===== config.mk =====
export PLATFORM = sky130hd
export DESIGN_NAME = i2c_dual_addr_slave
export DESIGN_NICKNAME = d
export VERILOG_FILES = /design/src/rtl/i2c_da_pkg.sv /design/src/rtl/i2c_da_datapath.sv /design/src/rtl/i2c_da_ctrl.sv /design/src/rtl/i2c_dual_addr_slave.sv
export SDC_FILE = /design/constraint.sdc
export NUM_CORES = 1
export LEC_CHECK = 0
export BUFFER_PORTS_ARGS = -buffer_cell sky130_fd_sc_hd__buf_2
export CORE_MARGIN = 3
export CORE_UTILIZATION = 48
export CTS_CLUSTER_SIZE = 14
export DETAILED_ROUTE_END_ITERATION = 10
export PLACE_DENSITY_LB_ADDON = 0.05
export SKIP_LAST_GASP = 1
export SYNTH_ARGS = -nofsm -noshare
export SYNTH_HDL_FRONTEND = slang
export SYNTH_HIERARCHICAL = 1
export SYNTH_SLANG_ARGS = --single-unit

===== constraint.sdc =====
create_clock -name clk -period 2 [get_ports clk]
set_input_delay 0.1 -clock clk [delete_from_list [all_inputs] [get_ports clk]]
set_output_delay 0.1 -clock clk [all_outputs]
set_load 0.01 [all_outputs]

===== src/rtl/i2c_da_pkg.sv =====
package i2c_da_pkg;

  typedef enum logic [2:0] {
    ST_IDLE,
    ST_ADDR,
    ST_ACK,
    ST_HOLD,
    ST_SKIP
  } daState_t;

  // control -> datapath
  typedef struct packed {
    logic clrFrame;
    logic shiftEn;
    logic latchHit;
    logic clrHit;
  } daStrobe_t;

  // datapath -> control
  typedef struct packed {
    logic startSeen;
    logic stopSeen;
    logic sclRise;
    logic sclFall;
    logic frameFull;
    logic anyHit;
  } daFlags_t;

endpackage


===== src/rtl/i2c_da_datapath.sv =====
module i2c_da_datapath
  import i2c_da_pkg::*;
#(
  parameter int ADDR_W = 7
) (
  input  logic              clk,
  input  logic              rst_n,
  input  logic              sclIn,
  input  logic              sdaIn,
  input  logic [ADDR_W-1:0] ownAddr,
  input  logic [ADDR_W-1:0] ownAddr2,
  input  logic              addr2En,
  input  daStrobe_t         strobe,
  output daFlags_t          flags,
  output logic              addressed,
  output logic              rwBit,
  output logic              altSel
);

  localparam int FRAME_W   = ADDR_W + 1;
  localparam int CNT_W     = $clog2(FRAME_W + 1);
  localparam int NUM_SLOTS = 2;

  logic                 sclQ, sdaQ;
  logic [FRAME_W-1:0]   frameBits;
  logic [CNT_W-1:0]     bitCnt;
  logic [ADDR_W-1:0]    rcvAddr;
  logic [ADDR_W-1:0]    slotAddr [NUM_SLOTS];
  logic [NUM_SLOTS-1:0] slotEn;
  logic [NUM_SLOTS-1:0] slotHit;
  logic                 altHit;

  // one-sample history of the bus, idle-high after reset
  always_ff @(posedge clk or negedge rst_n) begin
    if (!rst_n) begin
      sclQ <= 1'b1;
      sdaQ <= 1'b1;
    end else begin
      sclQ <= sclIn;
      sdaQ <= sdaIn;
    end
  end

  assign rcvAddr = frameBits[FRAME_W-1:1];

  assign slotAddr[0] = ownAddr;
  assign slotAddr[1] = ownAddr2;
  assign slotEn      = {addr2En, 1'b1};

  for (genvar g = 0; g < NUM_SLOTS; g++) begin : gSlot
    assign slotHit[g] = slotEn[g] && (rcvAddr == slotAddr[g]);
  end

  // primary wins when both compare equal
  assign altHit = slotHit[1] & ~slotHit[0];

  always_comb begin
    flags           = '0;
    flags.sclRise   = sclIn & ~sclQ;
    flags.sclFall   = ~sclIn & sclQ;
    flags.startSeen = sclIn & sclQ & sdaQ & ~sdaIn;
    flags.stopSeen  = sclIn & sclQ & ~sdaQ & sdaIn;
    flags.frameFull = (bitCnt == CNT_W'(FRAME_W));
    flags.anyHit    = |slotHit;
  end

  always_ff @(posedge clk or negedge rst_n) begin
    if (!rst_n) begin
      frameBits <= '0;
      bitCnt    <= '0;
    end else if (strobe.clrFrame) begin
      frameBits <= '0;
      bitCnt    <= '0;
    end else if (strobe.shiftEn) begin
      frameBits <= {frameBits[FRAME_W-2:0], sdaIn};
      bitCnt    <= bitCnt + CNT_W'(1);
    end
  end

  always_ff @(posedge clk or negedge rst_n) begin
    if (!rst_n) begin
      addressed <= 1'b0;
      rwBit     <= 1'b0;
      altSel    <= 1'b0;
    end else if (strobe.clrHit) begin
      addressed <= 1'b0;
      rwBit     <= 1'b0;
      altSel    <= 1'b0;
    end else if (strobe.latchHit) begin
      addressed <= 1'b1;
      rwBit     <= frameBits[0];
      altSel    <= altHit;
    end
  end

endmodule


===== src/rtl/i2c_da_ctrl.sv =====
module i2c_da_ctrl
  import i2c_da_pkg::*;
(
  input  logic      clk,
  input  logic      rst_n,
  input  daFlags_t  flags,
  output daStrobe_t strobe,
  output logic      sdaDriveLow
);

  daState_t state, stateNext;
  logic     driveNext;

  always_comb begin
    stateNext = state;
    strobe    = '0;
    driveNext = sdaDriveLow;
    if (flags.startSeen) begin
      stateNext       = ST_ADDR;
      strobe.clrFrame = 1'b1;
      strobe.clrHit   = 1'b1;
      driveNext       = 1'b0;
    end else if (flags.stopSeen) begin
      stateNext     = ST_IDLE;
      strobe.clrHit = 1'b1;
      driveNext     = 1'b0;
    end else begin
      case (state)
        ST_ADDR: begin
          if (flags.sclRise && !flags.frameFull) begin
            strobe.shiftEn = 1'b1;
          end else if (flags.sclFall && flags.frameFull) begin
            if (flags.anyHit) begin
              stateNext       = ST_ACK;
              strobe.latchHit = 1'b1;
              driveNext       = 1'b1;
            end else begin
              stateNext = ST_SKIP;
            end
          end
        end
        ST_ACK: begin
          if (flags.sclFall) begin
            stateNext = ST_HOLD;
            driveNext = 1'b0;
          end
        end
        default: ;
      endcase
    end
  end

  always_ff @(posedge clk or negedge rst_n) begin
    if (!rst_n) begin
      state       <= ST_IDLE;
      sdaDriveLow <= 1'b0;
    end else begin
      state       <= stateNext;
      sdaDriveLow <= driveNext;
    end
  end

endmodule


===== src/rtl/i2c_dual_addr_slave.sv =====
module i2c_dual_addr_slave
  import i2c_da_pkg::*;
#(
  parameter int ADDR_W = 7
) (
  input  logic              clk,
  input  logic              rst_n,
  input  logic              sclIn,
  input  logic              sdaIn,
  input  logic [ADDR_W-1:0] ownAddr,
  input  logic [ADDR_W-1:0] ownAddr2,
  input  logic              addr2En,
  output logic              sdaDriveLow,
  output logic              addressed,
  output logic              rwBit,
  output logic              altSel
);

  daStrobe_t strobe;
  daFlags_t  flags;

  i2c_da_datapath #(.ADDR_W(ADDR_W)) u_dp (
    .clk      (clk),
    .rst_n    (rst_n),
    .sclIn    (sclIn),
    .sdaIn    (sdaIn),
    .ownAddr  (ownAddr),
    .ownAddr2 (ownAddr2),
    .addr2En  (addr2En),
    .strobe   (strobe),
    .flags    (flags),
    .addressed(addressed),
    .rwBit    (rwBit),
    .altSel   (altSel)
  );

  i2c_da_ctrl u_ctrl (
    .clk        (clk),
    .rst_n      (rst_n),
    .flags      (flags),
    .strobe     (strobe),
    .sdaDriveLow(sdaDriveLow)
  );

endmodule


==> results by group, run 1 <==
Critical path
  – CP endpoint kind: flip-flop
  – Critical R2R Capture: u_dp/bitCnt[3]
  – Reg-to-reg slack, setup: 110 ps
  – Worst EP arrival: 2080 ps
  – Req. time, crit path: 2190 ps
  – Critical path destination: u_dp/bitCnt[3]
  – CP Class: input port to flip-flop
  – Worst setup path start: sclIn
  – Worst reg2reg startpoint: u_dp/sclQ
  – Crit start category: input port
  – Cell depth of the worst flop-to-flop path: 9
  – Worst-path fanout max: 12

Detailed routing
  – DRT iter0 DRCs: 13
  – Detailed Route WL: 2210 um
  – Top Metal Used: met4
  – DR DRC count: 0
  – Metal2 WL: 1010 um
  – Met1 Routed Length: 1090 um
  – First-pass detailed-route iteration total: 4
  – Detail Route Antenna Nets: 0
  – Via Count: 855
  – Metal3 WL: 99 um
  – Via-to-Cell Ratio: 5.00
  – Routed wire length per instance: 12.9 um

Place
  – DP Worst Slack: 84.5 ps
  – Placed cells: 162
  – Placer Congestion: 0.772
  – Post-DP HPWL: 1690 um
  – IO Port Bufs: 22

STA
  – Slew Limit Headroom: 68.8%
  – RSZ-0062 raised after global routing: true
  – Final period util: 94.5%
  – Final hold vios: 0
  – Final setup margin: 109 ps
  – Worst-Margin Slew: 469 ps
  – Post-layout min period: 1890 ps
  – Post-Route Skew: 10.7 ps
  – Max-slew violation count: 0
  – Final setup viols: 0
  – Fmax: 529 MHz

Cells and area
  – Fin cells: 171
  – Share of cells above drive strength 1: 31.3%
  – Area delta synth->final: 25.2%
  – NumNets Final: 166
  – Most frequent cells in the layout: 22 x buf_2, 19 x nor2_1, 19 x dfrtp_1
  – Leading cell type in the layout, fill and taps excluded: buf_2
  – Ant diodes: 0

Pwr
  – P per Cell Area: 809 mW/mm2
  – VDD IR-drop max: 0.578 mV
  – P_leak: 0.715 nW

Floorplanning
  – Die area: 0.00296 mm2
  – Total core area: 0.00208 mm2
  – Die X: 54.4 um
  – Starting Density: 54.1%
  – FP Rows: 16
  – Die Ht: 54.4 um
  – # IOs: 23

Yosys
  – Post-Synth Adder-Cell Area: 2.22%
  – Post-synthesis cell area: 0.00113 mm2
  – Post-synth EDFFs: 0
  – XOR/XNOR share of the synthesized area: 13.2%
  – Yosys warns: 6
  – Post-synthesis simple-gate area fraction: 19.1%
  – Ys async rst share: 100%
  – Synth Register Bits: 21
  – Syn Nets: 129
  – Synth Flop Type: dfrtp_1
  – Sequential area share after synthesis: 46.9%
  – Synthesized area per cell: 10.4 um2
  – Post-synthesis mux area share: 8.89%
  – Synth unique cells: 30
  – Gate count of the mapped netlist: 108
  – Post-synthesis compound-gate area fraction: 6.22%
  – Largest family of logic cells by synthesized area: simple AND/OR/NAND/NOR gates

Clock tree
  – Root buffer cell: clkbuf_4
  – Clk sinks: 21
  – TritonCTS clock tree: built
  – Clock transition at the registers of the reported paths: 120 ps
  – # H-tree levels: 1
  – Clk buf depth: 2
  – Total CTS buffers: 3
  – Worst-Skew Late Latency: 300 ps

GRT
  – Gr ovfl total: 0
  – Vias in the first global route: 799
  – Initial antenna violation count: 0
  – First-pass GRT wire length: 3640 um
  – Largest net degree at the start of global routing: 22
  – GRT Total Usage: 17.1%

Status
  – Status: finished clean

Hold path
  – Hold/Removal Path Class: input port to flip-flop

Flow run
  – MaxCap Viol Count: 0
[timing repair]
item	CTS	global route
resized for setup	0	3
setup endpoints to repair	0	5
hold endpoints to repair	21	0
buffers inserted	0	2
hold buffers	3	0
[layout make-up]
type,count,area [um2]
Timing Repair Buffer,35,215
Clock inverter,1,5.00
Fill cell,195,672
Multi-Input combinational cell,78,583
Sequential cell,21,528
Tap cell,27,33.8
Inverter,6,22.5
Clock buffer,3,22.5
[per-stage QoR]
stage                     instance area (um2)  utilization [%]  setup TNS [ps]  hold WS, ps  total power, W
after floorplan                          1130                -               0         -196        0.000805
after global placement                   1320             63.4               0         83.1        0.000913
after detailed placement                 1320             63.4               0         88.1        0.000928
after CTS                                1380             66.2               0          216         0.00113
after global routing                     1410             67.7            -214          276         0.00124
final                                    1410             67.7               0          257         0.00114
[synthesized netlist by cell type (2+ instances only)]
cell / count / area share, %
nor2b_1: 3 / 1.7
dfstp_2: 2 / 4.7
inv_1: 6 / 2.0
nor3b_1: 3 / 2.0
xnor2_1: 5 / 3.9
ha_1: 2 / 2.2
nand2_1: 4 / 1.3
mux2i_1: 10 / 8.9
nand3_1: 2 / 0.89
nor2_1: 19 / 6.3
dfrtp_1: 19 / 42
nand4_1: 3 / 1.7
a21oi_1: 2 / 0.89
xor2_1: 12 / 9.3
[how the worst min path moves through the flow]
stage,startpoint,endpoint,cells after the start
global placement,rst_n,u_dp/bitCnt[1],1
CTS,ownAddr[6],u_dp/altSel,4
finish,addr2En,u_dp/altSel,4
floorplan,rst_n,u_ctrl/sdaDriveLow,0
detailed placement,rst_n,u_dp/bitCnt[1],1
global route,addr2En,u_dp/altSel,4
[logic make-up (layout without fill, tap and decap cells)]
logic type | count (synthesis) | after routing
compound gates | 9 | 9
fa+ha+maj | 2 | 2
flops | 21 | 21
xor+xnor | 17 | 17
buf+inv | 9 | 45
mux | 10 | 10
simple gates | 40 | 40
[metal layers]
layer | track usage (%) | up-vias
met5 | 0 | -
met4 | 2.49 | 0
met3 | 2.45 | 2
met2 | 26.1 | 19
met1 | 26.0 | 394
li1 | - | 440
[power breakdown]
group	internal, W	switching (W)
registers	0.000506	0.0000884
logic	0.000179	0.000167
clock network	0.0000742	0.000126
total	0.000759	0.000382
[flip-flops by register name, summed over array words and instances, names as in the netlist]
| register | flops |
|---|---|
| u_ctrl/sdaDriveLow | 1 |
| u_ctrl/state | 3 |
| u_dp/addressed | 1 |
| u_dp/altSel | 1 |
| u_dp/bitCnt | 4 |
| u_dp/frameBits | 8 |
| u_dp/rwBit | 1 |
| u_dp/sclQ | 1 |
| u_dp/sdaQ | 1 |
[worst max-delay path: stages]
cell and delay [ps]:
dlygate4sd3_1 530, buf_2 140, nand2_1 90, nor3b_1 60, nor2_1 180, nand3_1 140
nor4b_2 220, buf_4 260, nand4_1 140, xor2_1 150, nor2_1 60
No activity file was read; power rests on OpenSTA's default activity.
==> run 2, diff against run 1 <==
clock period = 1.7 ns   (was 2 ns; I/O delays follow)
==> results by group, run 2 (same netlist as run 1, synthesis figures left out) <==
Clock tree
  – # H-tree levels: 1 (unchanged)
  – Root buffer cell: clkbuf_4
  – Worst-Skew Late Latency: 310 ps (about the same)
  – Clk buf depth: 2 (unchanged)
  – Clk sinks: 21 (unchanged)
  – TritonCTS clock tree: built
  – Clock transition at the registers of the reported paths: 130 ps (about the same)
  – Total CTS buffers: 3 (unchanged)

Place
  – DP Area: 0.00142 mm2 (+7.4%)
  – IO Port Bufs: 22 (unchanged)
  – Placer Congestion: 0.804 (+4.1%)
  – Post-DP HPWL: 1930 um (+14%)

Critical path
  – Reg-to-reg slack, setup: -150 ps (-260 ps)
  – Crit start category: flip-flop
  – CP Buf/Inv Count: 2 (-1)
  – Delay-heaviest family, CP: simple AND/OR/NAND/NOR gates
  – Req. time, crit path: 1910 ps (-280 ps)
  – CP Class: flip-flop to flip-flop
  – Worst reg2reg startpoint: u_dp/frameBits[1]
  – Critical R2R Capture: u_ctrl/state[2]
  – Largest incremental delay on the critical path: 420 ps (-110 ps)
  – CP max-delay cell: dfrtp_1
  – CP endpoint kind: flip-flop
  – Cell depth of the worst flop-to-flop path: 8 (-1)
  – Worst-path fanout max: 3 (-9)
  – Worst path cell trace: buf_4 -> xor2_1 -> nor4_2 -> a21bo_4 -> buf_6 -> and4bb_2 -> a21oi_2 -> nor2_1
  – Worst EP arrival: 2060 ps (-20 ps)

Cells and area
  – Fill count: 139 (-29%)
  – Reg area: 528 um2 (unchanged)
  – Max FFs per register: 8 (unchanged)
  – Reg with most FFs: u_dp/frameBits
  – Share of cells above drive strength 1: 47.2% (+16 points)
  – Biggest regs: u_dp/frameBits: 8 flops, u_dp/bitCnt: 4 flops, u_ctrl/state: 3 flops
  – Most frequent cells in the layout: 22 x buf_2, 22 x buf_4, 19 x dfrtp_1
  – NumNets Final: 185 (+11%)
  – Fin area: 0.00164 mm2 (+16%)
  – Multi-input logic area: 642 um2 (+10%)
  – Ant diodes: 0 (unchanged)
  – Area delta synth->final: 45.3%

STA
  – Final hold vios: 0 (unchanged)
  – Worst-Margin Slew: 471 ps (+2.50 ps)
  – Final period util: 109%
  – Post-Route Skew: 7.97 ps (-2.71 ps)
  – Fmax: 540 MHz
  – Post-layout min period: 1850 ps
  – RSZ-0062 raised after global routing: true
  – Final setup viols: 15 (+15)
  – Slew Limit Headroom: 68.6% (-0.17 points)
  – Final setup margin: -153 ps (-262 ps)
  – Max-slew violation count: 0 (unchanged)

Hold path
  – WHS Path Cells: 3 (-1)
  – Hold/Removal Path Class: input port to flip-flop
  – Hold Crit Start: sdaIn
  – Min-Delay Endpoint: u_dp/frameBits[0]

Flow run
  – MaxCap Viol Count: 0 (unchanged)

Detailed routing
  – DRT iter0 DRCs: 15 (+2)
  – Detail Route Antenna Nets: 0 (unchanged)
  – Via-to-Cell Ratio: 5.25 (+5.1%)
  – First-pass detailed-route iteration total: 4 (unchanged)
  – Via Count: 998 (+17%)
  – Routed wire length per instance: 15.3 um (+19%)
  – Detailed Route WL: 2920 um (+32%)
  – DR DRC count: 0 (unchanged)

Status
  – Status: complete, but fails checks
  – Failing checks: negative setup slack

Pwr
  – P_leak: 0.814 nW (+14%)
  – VDD IR-drop max: 1.05 mV (+81%)
  – P per Cell Area: 946 mW/mm2 (+17%)
  – Total power: 0.00155 W (+36%)

Floorplanning
  – FP Rows: 16 (unchanged)
  – # IOs: 23 (unchanged)
  – Die Ht: 54.4 um (unchanged)
  – Total core area: 0.00208 mm2 (unchanged)
  – Die X: 54.4 um (unchanged)
  – Die area: 0.00296 mm2 (unchanged)
  – Starting Density: 54.1% (unchanged)

GRT
  – Gr ovfl total: 0 (unchanged)
  – GRT Total Usage: 21.7% (+4.7 points)
  – Vias in the first global route: 994 (+24%)
  – First-pass GRT wire length: 4440 um (+22%)
  – Largest net degree at the start of global routing: 22 (unchanged)
  – Initial antenna violation count: 0 (unchanged)
[run 2: cell types whose count changed in the layout (fill, tap and decap cells not counted), sizes merged]
cell and delta:
buf +19, clkinv -1, clkbuf +1
[run 2: worst max path at each step]
stage | slack, ps | from | depth (start not counted) | end
floorplan | -50 | u_dp/frameBits[1] | 8 | u_dp/altSel
global placement | -120 | u_dp/frameBits[1] | 8 | u_dp/altSel
detailed placement | -170 | u_dp/frameBits[1] | 8 | u_dp/altSel
CTS | -150 | u_dp/frameBits[2] | 8 | u_dp/altSel
global route | -260 | u_dp/frameBits[2] | 8 | u_dp/rwBit
finish | -150 | u_dp/frameBits[1] | 8 | u_ctrl/state[2]
[run 2: worst min-delay path, stage by stage]
cell	delay (ps)
buf_2	110
mux2i_1	70
nor2_1	80
[run 2: report_power, final]
group	internal [W]	total, W	switching [W]
clock network	0.0000917	0.000252	0.000160
logic	0.000333	0.000615	0.000281
registers	0.000595	0.000682	0.0000872
total	0.00102	0.00155	0.000529
[run 2: stage by stage]
step | setup slack [ps] | utilization (%) | setup TNS [ps] | hold WS, ps | cells
after floorplan | -55.0 | - | -252 | -211 | 108
after global placement | -117 | 68.1 | -999 | 60.8 | 174
after detailed placement | -166 | 68.1 | -1300 | 61.5 | 174
after CTS | -153 | 74.5 | -1300 | 83.8 | 187
after global routing | -262 | 78.6 | -2870 | 64.6 | 190
final | -153 | 78.6 | -1250 | 72.6 | 190
[run 2: timing repair]
action	4_1_cts	5_1_grt
hold buffers	3	0
gates resized for setup	8	16
pin swaps	15	12
hold endpoints to repair	21	0
setup buffers	6	3
setup endpoints to repair	15	18
[run 2: layout make-up]
class                   instances  share of cell area [%]
repair buffers                 54                    23.5
well taps                      27                    2.06
clock buffers                   4                    1.61
inverters                       6                    1.38
flip-flops and latches         21                    32.3
multi-input cells              78                    39.2
[run 2: metal layers]
metal	vias up	track usage, %	wire length, um
met2	13	35.1	1540
li1	479	-	-
met5	-	0	0
met1	498	27.1	1200
met4	0	12.4	91
met3	8	4.09	80
